**src/rtl/adc_fmt_pkg.sv**
```systemverilog
package adc_fmt_pkg;

    typedef enum logic [1:0] {
        TG_IDLE  = 2'd0,
        TG_ONES  = 2'd1,
        TG_ZEROS = 2'd2
    } tog_state_t;

    typedef enum logic [2:0] {
        PAT_OFF    = 3'd0,
        PAT_MID    = 3'd1,
        PAT_NEGFS  = 3'd2,
        PAT_POSFS  = 3'd3,
        PAT_TOGGLE = 3'd4,
        PAT_CUSTOM = 3'd5,
        PAT_ALT10  = 3'd6,
        PAT_ALT01  = 3'd7
    } pat_sel_t;

    typedef enum logic [1:0] {
        FMT_OFFBIN  = 2'd0,
        FMT_TWOS    = 2'd1,
        FMT_GRAY    = 2'd2,
        FMT_OFFBIN2 = 2'd3
    } fmt_t;

    localparam logic [7:0] ADDR_FMT     = 8'h11;
    localparam logic [7:0] ADDR_OFFSET  = 8'h13;
    localparam logic [7:0] ADDR_PATSEL  = 8'h14;
    localparam logic [7:0] ADDR_CUST_HI = 8'h15;
    localparam logic [7:0] ADDR_CUST_LO = 8'h16;

endpackage

```
**src/rtl/adc_fmt_regs.sv**
```systemverilog
module adc_fmt_regs
    import adc_fmt_pkg::*;
#(
    parameter int SMP_W = 14,
    parameter int OFF_W = 6,
    parameter int LO_W  = 6,
    localparam int HI_W = SMP_W - LO_W
) (
    input  logic             clk,
    input  logic             rst_n,
    input  logic             we,
    input  logic [7:0]       addr,
    input  logic [7:0]       wdata,
    output logic [7:0]       rdata,
    output logic [1:0]       fmt_o,
    output logic [OFF_W-1:0] off_o,
    output logic [2:0]       sel_o,
    output logic [SMP_W-1:0] cust_o
);
    logic [1:0]       fmt_q;
    logic [OFF_W-1:0] off_q;
    logic [2:0]       sel_q;
    logic [HI_W-1:0]  hi_q;
    logic [LO_W-1:0]  lo_q;

    always_ff @(posedge clk or negedge rst_n) begin
        if (!rst_n) begin
            fmt_q <= '0;
            off_q <= '0;
            sel_q <= '0;
            hi_q  <= '0;
            lo_q  <= '0;
        end else if (we) begin
            unique case (addr)
                ADDR_FMT:     fmt_q <= wdata[1:0];
                ADDR_OFFSET:  off_q <= wdata[OFF_W-1:0];
                ADDR_PATSEL:  sel_q <= wdata[2:0];
                ADDR_CUST_HI: hi_q  <= wdata[HI_W-1:0];
                ADDR_CUST_LO: lo_q  <= wdata[7 -: LO_W];
                default: ;
            endcase
        end
    end

    always_comb begin
        rdata = '0;
        unique case (addr)
            ADDR_FMT:     rdata[1:0]       = fmt_q;
            ADDR_OFFSET:  rdata[OFF_W-1:0] = off_q;
            ADDR_PATSEL:  rdata[2:0]       = sel_q;
            ADDR_CUST_HI: rdata[HI_W-1:0]  = hi_q;
            ADDR_CUST_LO: rdata[7 -: LO_W] = lo_q;
            default:      rdata            = '0;
        endcase
    end

    assign fmt_o  = fmt_q;
    assign off_o  = off_q;
    assign sel_o  = sel_q;
    assign cust_o = {hi_q, lo_q};
endmodule

```
**src/rtl/adc_fmt_offset.sv**
```systemverilog
module adc_fmt_offset #(
    parameter int SMP_W = 14,
    parameter int OFF_W = 6,
    localparam int SUM_W = SMP_W + 2
) (
    input  logic [SMP_W-1:0] din,
    input  logic [OFF_W-1:0] off,
    output logic [SMP_W-1:0] dout
);
    localparam logic signed [SUM_W-1:0] CODE_MAX = SUM_W'((1 << SMP_W) - 1);

    logic signed [SUM_W-1:0] din_ext;
    logic signed [SUM_W-1:0] off_ext;
    logic signed [SUM_W-1:0] sum;

    always_comb begin
        din_ext = $signed({2'b00, din});
        off_ext = $signed({{(SUM_W - OFF_W){off[OFF_W-1]}}, off});
        sum     = din_ext + off_ext;
        if (sum < 0)
            dout = '0;
        else if (sum > CODE_MAX)
            dout = '1;
        else
            dout = sum[SMP_W-1:0];
    end
endmodule

```
**src/rtl/adc_fmt_pattern.sv**
```systemverilog
module adc_fmt_pattern
    import adc_fmt_pkg::*;
#(
    parameter int SMP_W = 14
) (
    input  logic             clk,
    input  logic             rst_n,
    input  logic             valid,
    input  logic [2:0]       sel,
    input  logic [SMP_W-1:0] cust,
    input  logic [SMP_W-1:0] din,
    output logic [SMP_W-1:0] dout
);
    localparam logic [SMP_W-1:0] MID = SMP_W'(1) << (SMP_W - 1);

    tog_state_t state_q, state_d;
    pat_sel_t   mode;
    logic [SMP_W-1:0] alt10;

    for (genvar i = 0; i < SMP_W; i++) begin : g_alt
        assign alt10[i] = (i % 2) == 1;
    end

    assign mode = pat_sel_t'(sel);

    always_ff @(posedge clk or negedge rst_n) begin
        if (!rst_n)
            state_q <= TG_IDLE;
        else
            state_q <= state_d;
    end

    always_comb begin
        state_d = state_q;
        dout    = din;
        if (mode != PAT_TOGGLE) begin
            state_d = TG_IDLE;
        end else begin
            unique case (state_q)
                TG_IDLE:  state_d = valid ? TG_ZEROS : TG_ONES;
                TG_ONES:  state_d = valid ? TG_ZEROS : TG_ONES;
                TG_ZEROS: state_d = valid ? TG_ONES  : TG_ZEROS;
                default:  state_d = TG_IDLE;
            endcase
        end
        unique case (mode)
            PAT_OFF:    dout = din;
            PAT_MID:    dout = MID;
            PAT_NEGFS:  dout = '0;
            PAT_POSFS:  dout = '1;
            PAT_TOGGLE: dout = (state_q == TG_ZEROS) ? '0 : '1;
            PAT_CUSTOM: dout = cust;
            PAT_ALT10:  dout = alt10;
            PAT_ALT01:  dout = ~alt10;
            default:    dout = din;
        endcase
    end
endmodule

```
**src/rtl/adc_fmt_top.sv**
```systemverilog
module adc_fmt_top
    import adc_fmt_pkg::*;
#(
    parameter int SMP_W = 14,
    parameter int OFF_W = 6
) (
    input  logic             clk,
    input  logic             rst_n,
    input  logic             smp_valid,
    input  logic [SMP_W-1:0] smp_data,
    input  logic             reg_we,
    input  logic [7:0]       reg_addr,
    input  logic [7:0]       reg_wdata,
    output logic [7:0]       reg_rdata,
    output logic             out_valid,
    output logic [SMP_W-1:0] out_data
);
    logic [1:0]       cfg_fmt;
    logic [OFF_W-1:0] cfg_off;
    logic [2:0]       cfg_sel;
    logic [SMP_W-1:0] cfg_cust;
    logic [SMP_W-1:0] adj_data;
    logic [SMP_W-1:0] pat_data;
    logic [SMP_W-1:0] enc_data;

    adc_fmt_regs #(.SMP_W(SMP_W), .OFF_W(OFF_W)) u_regs (
        .clk    (clk),
        .rst_n  (rst_n),
        .we     (reg_we),
        .addr   (reg_addr),
        .wdata  (reg_wdata),
        .rdata  (reg_rdata),
        .fmt_o  (cfg_fmt),
        .off_o  (cfg_off),
        .sel_o  (cfg_sel),
        .cust_o (cfg_cust)
    );

    adc_fmt_offset #(.SMP_W(SMP_W), .OFF_W(OFF_W)) u_offset (
        .din  (smp_data),
        .off  (cfg_off),
        .dout (adj_data)
    );

    adc_fmt_pattern #(.SMP_W(SMP_W)) u_pattern (
        .clk   (clk),
        .rst_n (rst_n),
        .valid (smp_valid),
        .sel   (cfg_sel),
        .cust  (cfg_cust),
        .din   (adj_data),
        .dout  (pat_data)
    );

    always_comb begin
        unique case (fmt_t'(cfg_fmt))
            FMT_TWOS: enc_data = {~pat_data[SMP_W-1], pat_data[SMP_W-2:0]};
            FMT_GRAY: enc_data = pat_data ^ (pat_data >> 1);
            default:  enc_data = pat_data;
        endcase
    end

    always_ff @(posedge clk or negedge rst_n) begin
        if (!rst_n) begin
            out_valid <= 1'b0;
            out_data  <= '0;
        end else begin
            out_valid <= smp_valid;
            if (smp_valid)
                out_data <= enc_data;
        end
    end
endmodule

```
**config.mk**
```make
export PLATFORM = sky130hd
export DESIGN_NAME = adc_fmt_top
export DESIGN_NICKNAME = d
export VERILOG_FILES = /design/src/rtl/adc_fmt_pkg.sv /design/src/rtl/adc_fmt_regs.sv /design/src/rtl/adc_fmt_offset.sv /design/src/rtl/adc_fmt_pattern.sv /design/src/rtl/adc_fmt_top.sv
export SDC_FILE = /design/constraint.sdc
export NUM_CORES = 1
export LEC_CHECK = 0
export BUFFER_PORTS_ARGS = -buffer_cell sky130_fd_sc_hd__buf_2
export CORE_MARGIN = 2
export CORE_UTILIZATION = 52
export DETAILED_ROUTE_END_ITERATION = 7
export PLACE_DENSITY = 0.78
export SLEW_MARGIN = 20
export SYNTH_ARGS = -nofsm -noshare
export SYNTH_HDL_FRONTEND = slang
export SYNTH_SLANG_ARGS = --single-unit
```
**constraint.sdc**
```tcl
create_clock -name clk -period 3 [get_ports clk]
set_input_delay 0.6 -clock clk [delete_from_list [all_inputs] [get_ports clk]]
set_output_delay 0.6 -clock clk [all_outputs]
set_load 0.02 [all_outputs]
```
==> summary.md, run 1 <==
| Metric | Value |
|---|---|
| Largest net degree at the start of global routing | `43` |
| Residual antenna-violating net count after detailed routing | `0` |
| Overall overflow remaining after global route | `0` |
| Share of total power in sequential cells | `35.7%` |
| Arrival time at the worst endpoint | `3250 ps` |
| Combinational share of power | `42.9%` |
| DR vias | `3,544` |
| Least-Margin Pin Slew | `938 ps` |
| P_int | `0.00119 W` |
| Total GRT Usage | `27.8%` |
| Post-synthesis register bit count | `42` |
| Worst flop-to-flop path startpoint | `u_regs.off_o[0]` |
| Proportion of synthesized flip-flops having asynchronous set or reset | `100%` |
| Number of clock sinks seen by CTS | `42` |
| Fraction of final layout cells with drive strength greater than 1 | `43.4%` |
| Root cell of the clock tree | `clkbuf_8` |
| Worst Hold Margin | `435 ps` |
| Weighted congestion reported at the end of routability-driven placement | `0.978` |
| Post-synthesis cell type with the largest combined area | `dfrtp_1` |
| Count of final hold-check violations | `0` |
| Setup_tns | `-42.6 ps` |
| Number of cell rows | `29` |
| TritonCTS clock tree | `yes` |
| Starting Density | `53.4%` |
| Post-Synth Adder-Cell Area | `6.91%` |
| Fraction of the yosys area taken by sequential cells | `31.2%` |
| Die Y | `84.5 um` |
| Post-route clock period utilization | `101%` |
| Mux contribution to synthesized area | `8.58%` |
| Number of diodes | `0` |
| Max-slew violation count | `0` |
| First-pass GRT wire length | `16,300 um` |
| Number of antenna violations at the first check in global routing | `0` |
| Worst flop-to-flop path endpoint | `out_data[0]` |
| Max_slew headroom | `37.4%` |
| Share of Yosys cell area claimed by the top area cell type | `31.2%` |
| Worst Setup SP | `u_regs.off_o[0]` |
| Static leakage | `2.22 nW` |
| Number of buffers added by the clock tree synthesis step | `5` |
| Leading register cell type out of synthesis | `dfrtp_1` |
| RSZ-0062 raised after global routing | `yes` |
| Number of hold buffers added after cts | `0` |
| CP Data Required Time | `3230 ps` |
| Worst setup endpoint | `out_data[0]` |
| Mapped Nets | `436` |
| Total power divided by cell area | `401 nW/um2` |
| Average wire length per cell after detail routing | `17.6 um` |
| Layer with the highest usage | `met2` |
| X dimension of the die | `84.5 um` |
| Design area | `4660 um2` |
| First drt pass iteration count | `5` |
| Synth Area in XOR/XNOR | `3.12%` |
| Crit path max fanout | `6` |
| Share of the synthesized area in compound gates (AO/OA/AOI/OAI) | `25.4%` |
| Clock latency at the later pin of the worst-skew pair | `300 ps` |
| Worst Reg-to-Reg Cells | `12` |
| Final critical-path setup slack | `-27.1 ps` |
| Leading post-synthesis cells by cell area | `dfrtp_1 (31%), mux2_2 (7.7%), ha_1 (6.3%)` |
| PortBufs | `56` |
| Failing checks | `setup timing` |
| Core utilization of the finished layout | `73.8%` |
| Post-detailed-route DRC marker count | `0` |
| Synth Area per Inst | `8.77 um2` |
| Worst IR Drop VDD | `0.000283 V` |
| Library cell with the highest instance count after synthesis | `dfrtp_1` |
| Net Sw Frac | `36.3%` |
| Top Ports | `57` |
| Area of the die | `7140 um2` |
| Cell types with the highest counts after synthesis | `dfrtp_1 (42), nand2_1 (32), nor2_1 (29), mux2_2 (23), a21oi_1 (21)` |
| Worst-case clock buffer depth | `2` |
| Minimum setup slack among reg-to-reg paths | `-30 ps` |
| Post-Synthesis Cell Area | `3370 um2` |
| Yosys warnings | `0` |
| Result of the run | `finished with violations` |
| Number of distinct standard cells referenced by the synthesized netlist | `64` |
| Total number of H-tree levels | `2` |
| Critical Path Source Type | `flop` |
| Max cap viols | `0` |
| Combinational family with the most area after synthesis | `compound AO/OA/AOI/OAI gates` |
| Final critical path time including I/O delays and setup | `3030 ps` |
| Share of synthesized cell area in and, or, nand and nor gates | `20.9%` |
| Post-DP Area | `4200 um2` |
| Clk slew on worst S/H paths | `90 ps` |
| Count of nets after finishing | `556` |
| Synthesized instance count | `384` |
| Endpoints failing setup | `2` |
| Average via count per standard cell | `6.09` |
| Met2 demand-to-capacity share in global routing | `48.5%` |
| Kind of capture point of the worst setup path | `flop` |
| Core ar. | `6310 um2` |
| Worst min path class | `primary input to async pin` |
| Worst clock skew | `7.39 ps` |
| Post-DP HPWL | `7730 um` |
| Number of synthesized flops with an enable pin | `0` |
| F_max | `330 MHz` |
| Cell Count Post-Placement | `564` |
| Met1 usage in global routing | `37.3%` |
| Post-layout instance count excluding filler cells | `582` |
| Switching power of the nets | `0.000678 W` |
| Detailed Route Iter0 Violations | `194` |
| Layout-stage area growth over the synthesis result | `38.2%` |
| Routed wire length | `10,200 um` |
| Vias in the first global route | `3,388` |
| Category of the critical setup timing path | `flop to flop` |
| Met3 usage in global routing | `3.74%` |
| Clk pwr share | `21.4%` |
==> cell usage in the layout, fill, tap and decap left out, types with 4 or more instances in the layout <==
cell type / n
a211oi_1: 5
a21o_1: 6
a21oi_1: 17
a222oi_1: 5
a22o_1: 4
a31oi_1: 7
and3_1: 7
buf_2: 56
buf_4: 66
buf_6: 6
clkbuf_8: 6
dfrtp_1: 41
ha_1: 8
ha_4: 9
inv_1: 16
mux2_2: 23
nand2_1: 28
nand2_2: 4
nand2b_1: 7
nand3_1: 6
nand4_1: 8
nor2_1: 29
nor2b_1: 6
nor3_1: 7
nor3_4: 4
o211ai_1: 5
o21ai_0: 13
o21ai_1: 4
o21ai_2: 4
or3_1: 4
xnor2_1: 7
==> per-layer routing <==
metal	vias to the layer above	wire, um	part of all wire [%]
met5	-	0	0
met1	1710	4400	43
met3	14	520	5.1
met2	128	5160	50
li1	1692	-	-
met4	0	139	1.4
==> through the flow <==
stage               power, W  setup WS (ps)
global placement     0.00136           -344
floorplan            0.00109           -154
finish               0.00187          -27.1
detailed placement   0.00137           -399
global route         0.00196           -122
CTS                  0.00179          -67.3
==> cell type report <==
type / count / area, um2
clock buffer: 7 / 86.3
inverter: 18 / 67.6
clock inverter: 1 / 8.76
sequential: 42 / 1050
fill: 494 / 1660
timing repair buffer: 129 / 863
multi-input combinational: 308 / 2480
tap: 77 / 96.3
==> state kept, by name, summed over array words and instances, names as in the netlist <==
signal and count:
out_valid 1, u_regs.fmt_o 2, u_regs.hi_q 8, u_regs.sel_o 3, u_regs.off_o 6, u_regs.lo_q 6
out_data 14, u_pattern.state_q 2
==> cell families after synthesis <==
| group | after synthesis |
|---|---|
| muxes | 26 |
| and+or+nand+nor | 133 |
| xor gates and xnor gates | 12 |
| adders and majority gates | 18 |
| AOI/OAI and AO/OA | 119 |
| DFF | 42 |
| buffers and inverters | 34 |
==> power groups by stage <==
| stage | clock (W) | combinational [W] | sequential [W] |
|---|---|---|---|
| 2_1_floorplan | 0 | 0.000361 | 0.000727 |
| 3_3_place_gp | 0 | 0.000683 | 0.000674 |
| 3_5_place_dp | 0 | 0.000695 | 0.000678 |
| 4_1_cts | 0.000410 | 0.000710 | 0.000667 |
| 5_1_grt | 0.000427 | 0.000860 | 0.000675 |
| 6_report | 0.000400 | 0.000801 | 0.000667 |
==> worst max-delay path: stages, from the launching register on <==
cell and delay [ps]:
dfrtp_1 440, ha_4 190, inv_2 40, fa_2 220, nor2b_4 40, o31a_1 260, o2111a_2 290, or3_4 430
nor3_4 160, o21a_4 190, nor2_2 50, or4_1 470, a31oi_1 160
==> worst min-delay path by stage <==
stage	slack (ps)	startpoint	cells after the start	end
floorplan	300	rst_n	0	out_data[0]
global placement	460	out_data[9]	1	out_data[9]
detailed placement	470	out_data[9]	1	out_data[9]
CTS	470	rst_n	1	out_data[11]
global route	510	out_data[9]	1	out_data[9]
finish	430	rst_n	1	out_data[2]
==> what timing repair did <==
action / 4_1_cts / 5_1_grt
pin swaps: 1 / 21
setup endpoints to repair: 14 / 14
setup buffers: 0 / 11
gates resized for setup: 9 / 45
(Power assumes the default switching activity.)
==> run 2: changes to the inputs <==
- BUFFER_PORTS_ARGS: -buffer_cell sky130_fd_sc_hd__buf_2 -> -buffer_cell sky130_fd_sc_hd__buf_4
==> run 2 against run 1 <==
Effect of this change:
- critical endpoint unchanged
- die area is the same
- via count shrank 2.3%
- clock-buffer cell count is the same
- cell area grew 0.70%
- sequential cell count is the same
- register-to-register slack lost 20 ps
- non-clock buffer count shrank 4
- critical path depth grew 1
- sequential share of layout area shrank 0.16 points
- final cell count shrank 0.69%
- the flow still finishes with violations (setup timing)
- first-iteration DRC count grew 49%
- fmax shrank 0.72%
==> summary.md, run 2 (synthesis gave the netlist of run 1 again) <==
| Metric | Value |
|---|---|
| Post-DP Area | `4350 um2` |
| Share of total power in sequential cells | `36.0%` |
| Net Sw Frac | `35.5%` |
| Average via count per standard cell | `5.99` |
| Failing checks | `setup timing` |
| Count of nets after finishing | `552` |
| Category of the critical setup timing path | `flop to flop` |
| Fill cell count | `489` |
| Register with the highest flop count | `out_data` |
| F_max | `328 MHz` |
| Number of clock sinks seen by CTS | `42` |
| Worst-case clock buffer depth | `2` |
| X dimension of the die | `84.5 um` |
| Critical Path Source Type | `flop` |
| Kind of capture point of the worst setup path | `flop` |
| Weighted congestion reported at the end of routability-driven placement | `0.935` |
| Arrival time at the worst endpoint | `3270 ps` |
| Static leakage | `2.22 nW` |
| Max_slew headroom | `64.2%` |
| Fraction of final layout cells with drive strength greater than 1 | `40.9%` |
| Starting Density | `53.4%` |
| Combinational share of power | `42.6%` |
| Least-Margin Pin Slew | `537 ps` |
| Total number of H-tree levels | `2` |
| Worst min path class | `primary input to async pin` |
| Top Ports | `57` |
| Final critical path time including I/O delays and setup | `3050 ps` |
| Layout-stage area growth over the synthesis result | `39.2%` |
| Endpoints failing setup | `1` |
| Area of the die | `7140 um2` |
| Total power divided by cell area | `399 nW/um2` |
| Most frequent cells in the layout | `buf_4 (122), dfrtp_1 (41), nor2_1 (29), nand2_1 (29), mux2_2 (23)` |
| Overall overflow remaining after global route | `0` |
| Max-slew violation count | `0` |
| Number of hold buffers added after cts | `0` |
| Number of antenna violations at the first check in global routing | `0` |
| TritonCTS clock tree | `yes` |
| CP Data Required Time | `3220 ps` |
| Core utilization of the finished layout | `74.3%` |
| Design area | `4690 um2` |
| Crit path max fanout | `7` |
| Biggest regs | `out_data: 14 flops, u_regs.hi_q: 8 flops` |
| Post-detailed-route DRC marker count | `0` |
| Routed wire length | `9750 um` |
| Core ar. | `6310 um2` |
| Total GRT Usage | `26.1%` |
| DR vias | `3,461` |
| Switching power of the nets | `0.000664 W` |
| Final critical-path setup slack | `-48.9 ps` |
| Clk slew on worst S/H paths | `90 ps` |
| Residual antenna-violating net count after detailed routing | `0` |
| Count of final hold-check violations | `0` |
| Largest net degree at the start of global routing | `43` |
| Max cap viols | `0` |
| First-pass GRT wire length | `15,400 um` |
| Number of diodes | `0` |
| Clk pwr share | `21.4%` |
| Detailed Route Iter0 Violations | `290` |
| Root cell of the clock tree | `clkbuf_8` |
| Minimum setup slack among reg-to-reg paths | `-50 ps` |
| Post-route clock period utilization | `102%` |
| PortBufs | `56` |
| Most common cell after layout, fill and taps aside | `buf_4` |
| First drt pass iteration count | `6` |
| Vias in the first global route | `3,190` |
| P_int | `0.00121 W` |
| Number of buffers added by the clock tree synthesis step | `5` |
| RSZ-0062 raised after global routing | `yes` |
| Average wire length per cell after detail routing | `16.9 um` |
| Worst IR Drop VDD | `0.000316 V` |
| Number of flip-flops in the largest register | `14` |
| Number of cell rows | `29` |
| Clock latency at the later pin of the worst-skew pair | `300 ps` |
| Die Y | `84.5 um` |
| Worst clock skew | `6.74 ps` |
| Result of the run | `finished with violations` |
| Post-DP HPWL | `7410 um` |
[run 2: critical path, cell delays in order (launching register included)]
cell and delay, ps:
dfrtp_2 520, buf_6 180, buf_4 130, ha_1 310
nor3b_2 240, o2111a_2 270, buf_4 120, nor3_4 40
nor3_1 150, buf_4 150, o21a_4 160, nor2_2 50
or4_1 470, a31oi_1 180
[run 2: metrics by stage]
stage               setup WS [ps]  instances  power (W)  TNS, ps  hold WS, ps
floorplan                    -154        384    0.00109     -368          304
global route                 -182        578    0.00197     -768          315
detailed placement           -382        566    0.00141    -3240          476
global placement             -337        566    0.00140    -2910          466
finish                      -48.9        578    0.00187    -48.9          270
CTS                         -15.1        575    0.00182    -15.1          296
[run 2: power groups by stage]
stage	Clock, W	Sequential (W)	Combinational [W]
3_5_place_dp	0	0.000681	0.000732
3_3_place_gp	0	0.000677	0.000725
5_1_grt	0.000429	0.000680	0.000860
6_report	0.000400	0.000672	0.000797
2_1_floorplan	0	0.000727	0.000361
4_1_cts	0.000404	0.000670	0.000751
[run 2: routing by layer]
metal | GRT usage (%) | wire length (um) | share of wire (%) | vias up
met5 | 0 | 0 | 0 | -
met4 | 3.75 | 97 | 1.0 | 0
met3 | 2.95 | 461 | 4.7 | 14
met2 | 43.3 | 4750 | 49 | 114
met1 | 37.7 | 4440 | 46 | 1648
li1 | - | - | - | 1685
[run 2: final cells by class]
cell class              count  area, um2  area share [%]
clock inverters             1       8.76           0.187
well taps                  77       96.3            2.05
repair buffers            125        950            20.3
clock buffers               7       86.3            1.84
inverters                  18       67.6            1.44
multi-input cells         308       2430            51.8
flip-flops and latches     42       1050            22.4
[run 2: path summary, 6_finish.rpt]
kind                                 startpoint         endpoint  cells after the start
worst min-delay path                      rst_n     out_data[11]                      1
min in group clk                    out_data[9]      out_data[9]                      1
worst min register to register      out_data[9]      out_data[9]                      1
worst max register to register  u_regs.off_o[5]      out_data[0]                     13
max in group asynchronous                 rst_n  u_regs.off_o[5]                      1
worst max-delay path            u_regs.off_o[5]      out_data[0]                     13
[run 2: repair_timing]
item / in CTS / in global routing
resized for setup: 11 / 28
pin swaps: 1 / 15
buffers inserted: 1 / 3
setup endpoints to repair: 11 / 14
==> run 3: changes to the inputs <==
- CORE_MARGIN: 2 -> default
==> run 3 against run 2 <==
Effect of this change:
- largest cell class unchanged
- die area is 4.7% lower
- via count grew 3.4%
- critical endpoint unchanged
- clock-buffer cell count shrank 1
- power is 3.9% higher
- the flow still finishes with violations (setup timing)
- worst hold slack got worse by 13 ps
- largest power group unchanged
==> summary.md, run 3 (synthesis gave the netlist of run 1 again) <==
| Metric | Value |
|---|---|
| Result of the run | `finished with violations` |
| Failing checks | `setup timing` |
| Kind of capture point of the worst setup path | `flop` |
| Number of buffers added by the clock tree synthesis step | `5` |
| Switching power of the nets | `0.000671 W` |
| Critical Path Source Type | `flop` |
| Routed wire length | `10,200 um` |
| Register with the highest flop count | `out_data` |
| Number of antenna violations at the first check in global routing | `0` |
| Fraction of final layout cells with drive strength greater than 1 | `42.1%` |
| Endpoints failing setup | `1` |
| Average via count per standard cell | `6.18` |
| Most common cell after layout, fill and taps aside | `buf_4` |
| Biggest regs | `out_data: 14 flops, u_regs.hi_q: 8 flops` |
| Post-DP HPWL | `7720 um` |
| Detailed Route Iter0 Violations | `283` |
| Setup_tns | `-0.0118 ps` |
| Max_slew headroom | `65.1%` |
| Category of the critical setup timing path | `flop to flop` |
| CP Data Required Time | `3230 ps` |
| Average wire length per cell after detail routing | `17.6 um` |
| F_max | `333 MHz` |
| Worst IR Drop VDD | `0.000376 V` |
| Worst clock skew | `4.10 ps` |
| TritonCTS clock tree | `yes` |
| Vias in the first global route | `3,238` |
| Power consumption | `0.00194 W` |
| Starting Density | `55.3%` |
| Max-slew violation count | `0` |
| Count of nets after finishing | `555` |
| First drt pass iteration count | `5` |
| Share of total power in sequential cells | `34.5%` |
| X dimension of the die | `82.5 um` |
| Arrival time at the worst endpoint | `3230 ps` |
| Final critical-path setup slack | `-0.0118 ps` |
| Number of diodes | `0` |
| Die Y | `82.5 um` |
| Final critical path time including I/O delays and setup | `3000 ps` |
| Total GRT Usage | `30.6%` |
| Residual antenna-violating net count after detailed routing | `0` |
| Most frequent cells in the layout | `buf_4 (126), dfrtp_1 (41), nor2_1 (29), nand2_1 (29), mux2_2 (23)` |
| Layout-stage area growth over the synthesis result | `40.9%` |
| Worst min path class | `primary input to async pin` |
| Total number of H-tree levels | `2` |
| Net Sw Frac | `34.6%` |
| Post-route clock period utilization | `100%` |
| Overall overflow remaining after global route | `0` |
| Core utilization of the finished layout | `77.9%` |
| P_int | `0.00127 W` |
| Clk pwr share | `23.5%` |
| Max cap viols | `0` |
| Least-Margin Pin Slew | `523 ps` |
| Number of clock sinks seen by CTS | `42` |
| Number of flip-flops in the largest register | `14` |
| Weighted congestion reported at the end of routability-driven placement | `0.937` |
| Clk slew on worst S/H paths | `80 ps` |
| Number of hold buffers added after cts | `0` |
| Area of the die | `6810 um2` |
| Largest net degree at the start of global routing | `43` |
| Count of final hold-check violations | `0` |
| Post-detailed-route DRC marker count | `0` |
| Combinational share of power | `42.0%` |
| RSZ-0062 raised after global routing | `yes` |
| First-pass GRT wire length | `15,700 um` |
| Crit path max fanout | `7` |
| Number of cell rows | `28` |
| Clock latency at the later pin of the worst-skew pair | `300 ps` |
| Worst-case clock buffer depth | `2` |
| Total power divided by cell area | `409 nW/um2` |
| Core ar. | `6100 um2` |
| DR vias | `3,580` |
| Static leakage | `2.25 nW` |
| Root cell of the clock tree | `clkbuf_8` |
| PortBufs | `56` |
| Top Ports | `57` |
-- run 3: cell count changes in the layout (fill, tap and decap cells not counted), sizes merged --
cell / before / now
clkinvlp: 0 / 1
inv: 18 / 17
buf: 125 / 128
bufinv: 0 / 1
clkbuf: 7 / 6
-- run 3: per-stage QoR --
step	instances	area (um2)	worst slack, ps	hold WS (ps)
2_1_floorplan	384	3410	-154	304
3_3_place_gp	567	4370	-346	464
3_5_place_dp	567	4370	-375	486
4_1_cts	575	4500	-12.8	296
5_1_grt	579	4750	-90.9	302
6_report	579	4750	-0.0118	257
-- run 3: critical path: stages, from the launching register on --
cell and delay [ps]:
dfrtp_2 490, buf_4 180, ha_4 290, nand2_2 60
o211ai_1 210, a31oi_1 130, buf_4 160, and3b_1 190
or2_4 270, a221o_1 370, or4_1 410, a31oi_1 160
-- run 3: final timing paths --
kind                            slack (ps)  depth (start not counted)               to             from
worst min register to register         500                          1      out_data[9]      out_data[9]
max in group asynchronous             2340                          1  u_regs.off_o[5]            rst_n
worst min-delay path                   260                          1      out_data[2]            rst_n
worst max register to register       -0.01                         11      out_data[0]  u_regs.off_o[5]
min in group clk                       500                          1      out_data[9]      out_data[9]
worst max-delay path                 -0.01                         11      out_data[0]  u_regs.off_o[5]
-- run 3: repair_timing --
| action | CTS | global route |
|---|---|---|
| endpoints found under the setup margin | 10 | 14 |
| buffers inserted | 0 | 4 |
| hold endpoints to repair | 0 | 0 |
| cloned | 0 | 0 |
| resized for setup | 6 | 37 |
| pin swaps | 2 | 11 |
-- run 3: layout make-up --
type	instances	area [um2]
Multi-Input combinational cell	308	2460
Tap cell	75	93.8
Clock buffer	6	72.6
Clock inverter	2	37.5
Fill cell	419	1350
Inverter	18	67.6
Sequential cell	42	1050
Timing Repair Buffer	128	968
-- run 3: power by group through the flow --
stage	clock network (W)	logic [W]	registers [W]
after detailed placement	0	0.000742	0.000681
final	0.000456	0.000815	0.000671
after global placement	0	0.000727	0.000676
after global routing	0.000490	0.000884	0.000679
after floorplan	0	0.000361	0.000727
after CTS	0.000459	0.000753	0.000670
-- run 3: metal layers --
layer / track usage, % / part of all wire [%]
met3: 4.73 / 6.1
met2: 52.6 / 49
met1: 40.8 / 44
met4: 6.03 / 1.2
met5: 0 / 0
